--- src/rtl/hz_pkg.sv ---
package hz_pkg;
  typedef enum logic [1:0] {
    CLS_NOP   = 2'd0,
    CLS_ALU   = 2'd1,
    CLS_LOAD  = 2'd2,
    CLS_STORE = 2'd3
  } icls_e;

  localparam logic [1:0] SEL_RF  = 2'b00;
  localparam logic [1:0] SEL_WB  = 2'b01;
  localparam logic [1:0] SEL_MEM = 2'b10;

  localparam int N_OPS = 2;
endpackage

--- src/rtl/hz_stage_track.sv ---
module hz_stage_track
  import hz_pkg::*;
#(
  parameter int REG_W = 5
) (
  input  logic             clk,
  input  logic             rst_n,
  input  icls_e            id_cls,
  input  logic [REG_W-1:0] id_dst,
  input  logic [REG_W-1:0] id_src_b,
  input  logic             kill,
  output icls_e            ex_cls,
  output logic [REG_W-1:0] ex_dst,
  output logic [REG_W-1:0] ex_src_b,
  output logic             ex_wr,
  output icls_e            mem_cls,
  output logic [REG_W-1:0] mem_dst,
  output logic             mem_wr
);
  icls_e            ex_cls_nxt, mem_cls_nxt;
  logic [REG_W-1:0] ex_dst_nxt, ex_src_b_nxt, mem_dst_nxt;
  logic             ex_wr_nxt, mem_wr_nxt, id_wr;

  always_comb begin
    id_wr = ((id_cls == CLS_ALU) || (id_cls == CLS_LOAD)) && (id_dst != '0);
    if (kill) begin
      ex_cls_nxt   = CLS_NOP;
      ex_dst_nxt   = '0;
      ex_src_b_nxt = '0;
      ex_wr_nxt    = 1'b0;
    end else begin
      ex_cls_nxt   = id_cls;
      ex_dst_nxt   = id_dst;
      ex_src_b_nxt = id_src_b;
      ex_wr_nxt    = id_wr;
    end
    mem_cls_nxt = ex_cls;
    mem_dst_nxt = ex_dst;
    mem_wr_nxt  = ex_wr;
  end

  always_ff @(posedge clk or negedge rst_n) begin
    if (!rst_n) begin
      ex_cls   <= CLS_NOP;
      ex_dst   <= '0;
      ex_src_b <= '0;
      ex_wr    <= 1'b0;
      mem_cls  <= CLS_NOP;
      mem_dst  <= '0;
      mem_wr   <= 1'b0;
    end else begin
      ex_cls   <= ex_cls_nxt;
      ex_dst   <= ex_dst_nxt;
      ex_src_b <= ex_src_b_nxt;
      ex_wr    <= ex_wr_nxt;
      mem_cls  <= mem_cls_nxt;
      mem_dst  <= mem_dst_nxt;
      mem_wr   <= mem_wr_nxt;
    end
  end


  zero_reg_chk: assert property (@(posedge clk) disable iff (!rst_n)
    ex_wr |-> (ex_dst != '0));

  store_no_wr_chk: assert property (@(posedge clk) disable iff (!rst_n)
    (ex_cls == CLS_STORE) |-> !ex_wr);
endmodule

--- src/rtl/hz_fwd_pick.sv ---
module hz_fwd_pick
  import hz_pkg::*;
#(
  parameter int REG_W = 5
) (
  input  logic [REG_W-1:0] src,
  input  logic             used,
  input  logic             kill,
  input  logic             ex_wr,
  input  logic             ex_is_load,
  input  logic [REG_W-1:0] ex_dst,
  input  logic             mem_wr,
  input  logic [REG_W-1:0] mem_dst,
  output logic [1:0]       sel_nxt
);
  logic hit_ex, hit_mem;

  always_comb begin
    hit_ex  = used && ex_wr && !ex_is_load && (ex_dst == src);
    hit_mem = used && mem_wr && (mem_dst == src);
    if (kill)         sel_nxt = SEL_RF;
    else if (hit_ex)  sel_nxt = SEL_MEM;
    else if (hit_mem) sel_nxt = SEL_WB;
    else              sel_nxt = SEL_RF;
  end
endmodule

--- src/rtl/hz_stall_unit.sv ---
module hz_stall_unit
  import hz_pkg::*;
#(
  parameter int REG_W       = 5,
  parameter bit SHARED_PORT = 1'b1
) (
  input  logic             clk,
  input  logic             rst_n,
  input  icls_e            id_cls,
  input  logic [REG_W-1:0] id_src_a,
  input  logic [REG_W-1:0] id_src_b,
  input  icls_e            ex_cls,
  input  logic [REG_W-1:0] ex_dst,
  input  icls_e            mem_cls,
  output logic             lu_stall,
  output logic             pc_hold,
  output logic             ifid_hold,
  output logic             ifid_bubble,
  output logic             idex_bubble
);
  logic port_busy, need_a, need_b;

  generate
    if (SHARED_PORT) begin : g_shared
      always_comb port_busy = (mem_cls == CLS_LOAD) || (mem_cls == CLS_STORE);
    end else begin : g_split
      always_comb port_busy = 1'b0;
    end
  endgenerate

  always_comb begin
    need_a   = (id_cls != CLS_NOP) && (id_src_a == ex_dst);
    need_b   = (id_cls == CLS_ALU) && (id_src_b == ex_dst);
    lu_stall = (ex_cls == CLS_LOAD) && (ex_dst != '0) && (need_a || need_b);
    pc_hold     = lu_stall || port_busy;
    ifid_hold   = lu_stall;
    ifid_bubble = port_busy && !lu_stall;
    idex_bubble = lu_stall;
  end


  stall_hold_chk: assert property (@(posedge clk) disable iff (!rst_n)
    idex_bubble |-> (ifid_hold && pc_hold && !ifid_bubble));

  port_fetch_chk: assert property (@(posedge clk) disable iff (!rst_n)
    ifid_bubble |-> (pc_hold && !ifid_hold));
endmodule

--- src/rtl/hazard_ctl.sv ---
module hazard_ctl
  import hz_pkg::*;
#(
  parameter int REG_W       = 5,
  parameter bit SHARED_PORT = 1'b1
) (
  input  logic             clk,
  input  logic             rst_n,
  input  logic [1:0]       id_cls,
  input  logic [REG_W-1:0] id_src_a,
  input  logic [REG_W-1:0] id_src_b,
  input  logic [REG_W-1:0] id_dst,
  output logic [1:0]       fwd_a_sel,
  output logic [1:0]       fwd_b_sel,
  output logic             st_data_wb_sel,
  output logic             pc_hold,
  output logic             ifid_hold,
  output logic             ifid_bubble,
  output logic             idex_bubble
);
  icls_e            cls_q;
  icls_e            ex_cls, mem_cls;
  logic [REG_W-1:0] ex_dst, ex_src_b, mem_dst;
  logic             ex_wr, mem_wr, lu_stall;
  logic [REG_W-1:0] op_src [N_OPS];
  logic             op_use [N_OPS];
  logic [1:0]       op_sel [N_OPS];
  logic [1:0]       fwd_a_nxt, fwd_b_nxt;
  logic             sd_nxt;

  always_comb cls_q = icls_e'(id_cls);

  hz_stage_track #(.REG_W(REG_W)) trk_i (
    .clk(clk), .rst_n(rst_n), .id_cls(cls_q), .id_dst(id_dst),
    .id_src_b(id_src_b), .kill(lu_stall),
    .ex_cls(ex_cls), .ex_dst(ex_dst), .ex_src_b(ex_src_b), .ex_wr(ex_wr),
    .mem_cls(mem_cls), .mem_dst(mem_dst), .mem_wr(mem_wr)
  );

  hz_stall_unit #(.REG_W(REG_W), .SHARED_PORT(SHARED_PORT)) stl_i (
    .clk(clk), .rst_n(rst_n), .id_cls(cls_q), .id_src_a(id_src_a),
    .id_src_b(id_src_b), .ex_cls(ex_cls), .ex_dst(ex_dst), .mem_cls(mem_cls),
    .lu_stall(lu_stall), .pc_hold(pc_hold), .ifid_hold(ifid_hold),
    .ifid_bubble(ifid_bubble), .idex_bubble(idex_bubble)
  );

  always_comb begin
    op_src[0] = id_src_a;
    op_use[0] = (cls_q != CLS_NOP);
    op_src[1] = id_src_b;
    op_use[1] = (cls_q == CLS_ALU) || (cls_q == CLS_STORE);
  end

  generate
    for (genvar k = 0; k < N_OPS; k++) begin : g_op
      hz_fwd_pick #(.REG_W(REG_W)) pick_i (
        .src(op_src[k]), .used(op_use[k]), .kill(lu_stall),
        .ex_wr(ex_wr), .ex_is_load(ex_cls == CLS_LOAD), .ex_dst(ex_dst),
        .mem_wr(mem_wr), .mem_dst(mem_dst), .sel_nxt(op_sel[k])
      );
    end
  endgenerate

  always_comb begin
    fwd_a_nxt = op_sel[0];
    fwd_b_nxt = op_sel[1];
    sd_nxt    = (ex_cls == CLS_STORE) && (mem_cls == CLS_LOAD) &&
                mem_wr && (mem_dst == ex_src_b);
  end

  always_ff @(posedge clk or negedge rst_n) begin
    if (!rst_n) begin
      fwd_a_sel      <= SEL_RF;
      fwd_b_sel      <= SEL_RF;
      st_data_wb_sel <= 1'b0;
    end else begin
      fwd_a_sel      <= fwd_a_nxt;
      fwd_b_sel      <= fwd_b_nxt;
      st_data_wb_sel <= sd_nxt;
    end
  end


  one_stall_chk: assert property (@(posedge clk) disable iff (!rst_n)
    idex_bubble |=> !idex_bubble);

  bubble_sel_chk: assert property (@(posedge clk) disable iff (!rst_n)
    idex_bubble |=> (fwd_a_sel == SEL_RF && fwd_b_sel == SEL_RF));

  sel_code_chk: assert property (@(posedge clk) disable iff (!rst_n)
    (fwd_a_sel != 2'b11) && (fwd_b_sel != 2'b11));
endmodule

--- config.mk ---
export PLATFORM = sky130hd
export DESIGN_NAME = hazard_ctl
export DESIGN_NICKNAME = d
export VERILOG_FILES = /design/src/rtl/hz_pkg.sv /design/src/rtl/hz_stage_track.sv /design/src/rtl/hz_fwd_pick.sv /design/src/rtl/hz_stall_unit.sv /design/src/rtl/hazard_ctl.sv
export SDC_FILE = /design/constraint.sdc
export NUM_CORES = 1
export LEC_CHECK = 0
export ABC_AREA = 1
export BUFFER_PORTS_ARGS = -buffer_cell sky130_fd_sc_hd__buf_4
export CAP_MARGIN = 5
export CORE_MARGIN = 4
export CORE_UTILIZATION = 45
export CTS_CLUSTER_DIAMETER = 150
export DETAILED_ROUTE_END_ITERATION = 8
export PLACE_DENSITY = 0.71
export RECOVER_POWER = 25
export SETUP_SLACK_MARGIN = 0.15
export SLEW_MARGIN = 30
export SYNTH_ARGS = -nofsm -noshare
export SYNTH_HDL_FRONTEND = slang
export SYNTH_SLANG_ARGS = --single-unit
export TNS_END_PERCENT = 20
--- constraint.sdc ---
create_clock -name clk -period 4.45 [get_ports clk]
set_clock_uncertainty 0.2 [all_clocks]
set_input_delay 0.2225 -clock clk [delete_from_list [all_inputs] [get_ports clk]]
set_output_delay 0.2225 -clock clk [all_outputs]
set_load 0.05 [all_outputs]
==> summary.txt <==
Outcome
  • Status: finished clean

Timing
  • Final Cycle Share: 0.573
  • Fin. max-slew vios: 0
  • Max Fclk: around 0.4 GHz
  • Setup violators final: 0
  • Setup_tns: 0 ns
  • Hold Fails Final Rpt: 0
  • Relative slew slack: 0.111
  • RSZ-0062 raised after global routing: false
  • Min Clock Period, post-route: about 2.5 ns
  • Slew @ Worst Pin: between 1 and 1.5 ns

Clock tree
  • CTS clk-pin slew, worst paths: between 0.1 and 0.15 ns
  • CTS Buf Count: 3
  • Level count of the clock H-tree: 1
  • Root Driver: clkbuf_4
  • CTS sink count: 26
  • Clock Latency Late Sink: about 0.32 ns
  • CTS tree: yes
  • # resized after CTS: 0
  • Clock buffer depth: 2

Setup path
  • R2R cell count: 7
  • Worst flop-to-flop path endpoint: fwd_b_sel[0]
  • Flop-to-flop setup slack: around 2.8 ns
  • CP max FO: 17
  • Critical R2R Launch: trk_i.ex_dst[0]
  • Req. time, crit path: 4.03 ns
  • Most common cell on crit path: inv_1
  • CP Cell Sequence: dlygate4sd3_1 > buf_4 > inv_1 > ha_1 > inv_1 > nand2_1 > nor2_1 > nand3_2 > nand2_4 > nand2_1 > inv_1 > buf_4
  • WP data arrival: roughly 2.1 ns
  • CP peak stage delay: around 0.52 ns
  • Worst setup path class: primary input to primary output
  • CP Capture Type: primary output
  • Crit path launch type: primary input
  • Critical-path top delay cell: dlygate4sd3_1

Route
  • TritonRoute pass-1 iters: 4
  • Met3 routed WL: 229 um
  • M1 wire length: approximately 1300 um
  • Antenna Violating Nets Remaining: 0
  • Routed met2 length: ~1600 um
  • Post-DR wirelength/cell: roughly 12 um
  • Vias/cell: 4.87
  • DRT iter0 DRCs: 55
  • Routed vias: around 1300
  • Total wire length: about 3200 um
  • DRC errors left: 0
  • DR top layer: met4

Floorplanning
  • Die X: 64.3 um
  • Initial Utilization: 0.470
  • Row cnt: 20
  • Placeable Area: 0.00303 sq mm
  • Die height: between 60 and 70 um
  • Ports: 28
  • Die area: 0.00413 sq mm

Yosys
  • Post-Synthesis Cell Area: roughly 0.0014 sq mm
  • Ys Warns: 0
  • #FFs+latches synth: 26
  • Synthesized area per cell: around 8.1 sq um
  • Synth cell types: 26
  • Fraction of the yosys area taken by sequential cells: 0.457
  • Syn Inst Count: around 180
  • Mapped Nets: slightly below 200

Finish
  • Layout Utilization: 0.596
  • N_diodes: 0
  • Layout area overhead: 26.8%
  • Layout Cells excl Fill: 260
  • Layout cell share with drive strength beyond 1: 0.231
  • Nets: 239

Power
  • Lkg Pwr: slightly below 1 nW
  • Pwr Density: about 260 mW/mm^2
  • Maximum VDD drop: between 0.15 and 0.2 mV

GRT
  • GRT Resource Usage Total: 0.162
  • Pin count of the biggest net entering global routing: 27
  • Vias in the first global route: between 1000 and 1500
  • Initial antenna violation count: 0
  • First-pass GRT wire length: around 5200 um
  • Gr ovfl total: 0

Placement
  • Port Buffer Count: 27
  • Cell count after placement: between 200 and 250
  • Detailed Place HPWL: around 2400 um
  • Gpl congestion: a little over 0.9

Hold path
  • Hold depth: 6
  • Hold Crit Class: primary input to register
  • HP Start: id_src_a[0]
  • End of the worst hold path: fwd_a_sel[0]

Flow run
  • Maxcap violations: 0
sequential cells by signal, summed over array words and instances, names as in the netlist:
| signal | flops |
|---|---|
| trk_i.ex_wr | 1 |
| trk_i.ex_src_b | 5 |
| trk_i.ex_dst | 5 |
| fwd_a_sel | 2 |
| trk_i.mem_wr | 1 |
| trk_i.ex_cls | 2 |
| trk_i.mem_dst | 5 |
| trk_i.mem_cls | 2 |
| fwd_b_sel | 2 |
| st_data_wb_sel | 1 |
cell type report:
| type | instances | area, sq um |
|---|---|---|
| inverters | 37 | 139 |
| well taps | 44 | 55.1 |
| multi-input cells | 109 | 596 |
| fillers | 258 | 1220 |
| clock buffers | 4 | 36.3 |
| flip-flops and latches | 26 | 651 |
| repair buffers | 40 | 329 |
per-stage QoR:
stage	setup WS [ns]	power (mW)	hold slack (ns)	cell area, sq um
5_1_grt	1.75	0.502	0.106	1810
3_3_place_gp	2.49	0.351	-0.0591	1640
2_1_floorplan	2.39	0.320	-0.273	1420
6_report	1.90	0.476	0.0785	1810
3_5_place_dp	2.43	0.354	-0.0536	1640
4_1_cts	1.90	0.480	0.0615	1810
Yosys cell counts, drive strengths merged:
cell type	number	area, sq um
o22ai	1	6.26
inv	37	139
nor2	18	72.6
nand3b	1	7.51
o31ai	1	12.5
or2	1	6.26
a211oi	2	15.0
dfrtp	26	651
o21ai	7	35.0
nand2	43	169
xor2	3	26.3
nand4	5	37.5
a21oi	18	128
ha	3	37.5
buf	3	38.8
xnor2	2	17.5
nand3	4	25.0
worst max path at each step:
| stage | from | to | slack [ns] | cells past startpoint |
|---|---|---|---|---|
| after floorplan | trk_i.ex_dst[4] | ifid_bubble | 2.39 | 5 |
| after global placement | id_cls[0] | ifid_hold | 2.49 | 11 |
| after detailed placement | id_cls[0] | ifid_hold | 2.43 | 11 |
| after CTS | id_cls[0] | ifid_hold | 1.90 | 12 |
| after global routing | id_cls[0] | idex_bubble | 1.75 | 12 |
| final | id_cls[0] | ifid_hold | 1.90 | 12 |
power by group:
part | total (mW) | switching, mW | internal (mW)
combinational | 0.0996 | 0.0589 | 0.0407
sequential | 0.259 | 0.0102 | 0.248
clock | 0.118 | 0.0675 | 0.0501
total | 0.476 | 0.137 | 0.339
repair_timing:
item	CTS	global route
hold buffers	13	0
setup buffers	0	0
endpoints found under the hold margin	38	0
metal layers:
| metal | track usage | vias to the layer above |
|---|---|---|
| met4 | 0.0528 | 0 |
| met1 | 0.194 | 599 |
| met2 | 0.289 | 42 |
| met3 | 0.0316 | 7 |
| li1 | - | 619 |
| met5 | 0 | - |
worst max-delay path: cells and delay by family:
kind | cells | cell delay (ns)
and+or+nand+nor | 5 | 0.66
buffers and inverters | 6 | 1.02
adders and majority gates | 1 | 0.21
placed cells by master (no fill, tap or decap):
cell type and count:
nand3_2 1, inv_1 34, nand4_2 1, a21oi_2 10, buf_4 26, xor2_1 3
a21oi_1 8, nor2_2 2, nand2_4 1, clkbuf_1 1, nor2_1 16, o22ai_1 1
or2_2 1, nand2_1 42, o21ai_1 1, clkbuf_8 1, o31ai_2 1, nand3b_1 1
nand3_1 3, inv_2 3, dlygate4sd3_1 13, nand4_1 4, xnor2_1 2, ha_1 3
dfrtp_1 26, o21ai_0 6, a211oi_1 2, clkbuf_4 3
cell families after synthesis:
group,after synthesis,synth area share
AO/OA/AOI/OAI,29,0.138
XOR/XNOR,5,0.0308
adder cells (fa/ha/maj),3,0.0264
buffers and inverters,40,0.125
flip-flops,26,0.457
AND/OR/NAND/NOR,72,0.223
No activity file was read; power rests on OpenSTA's default activity.
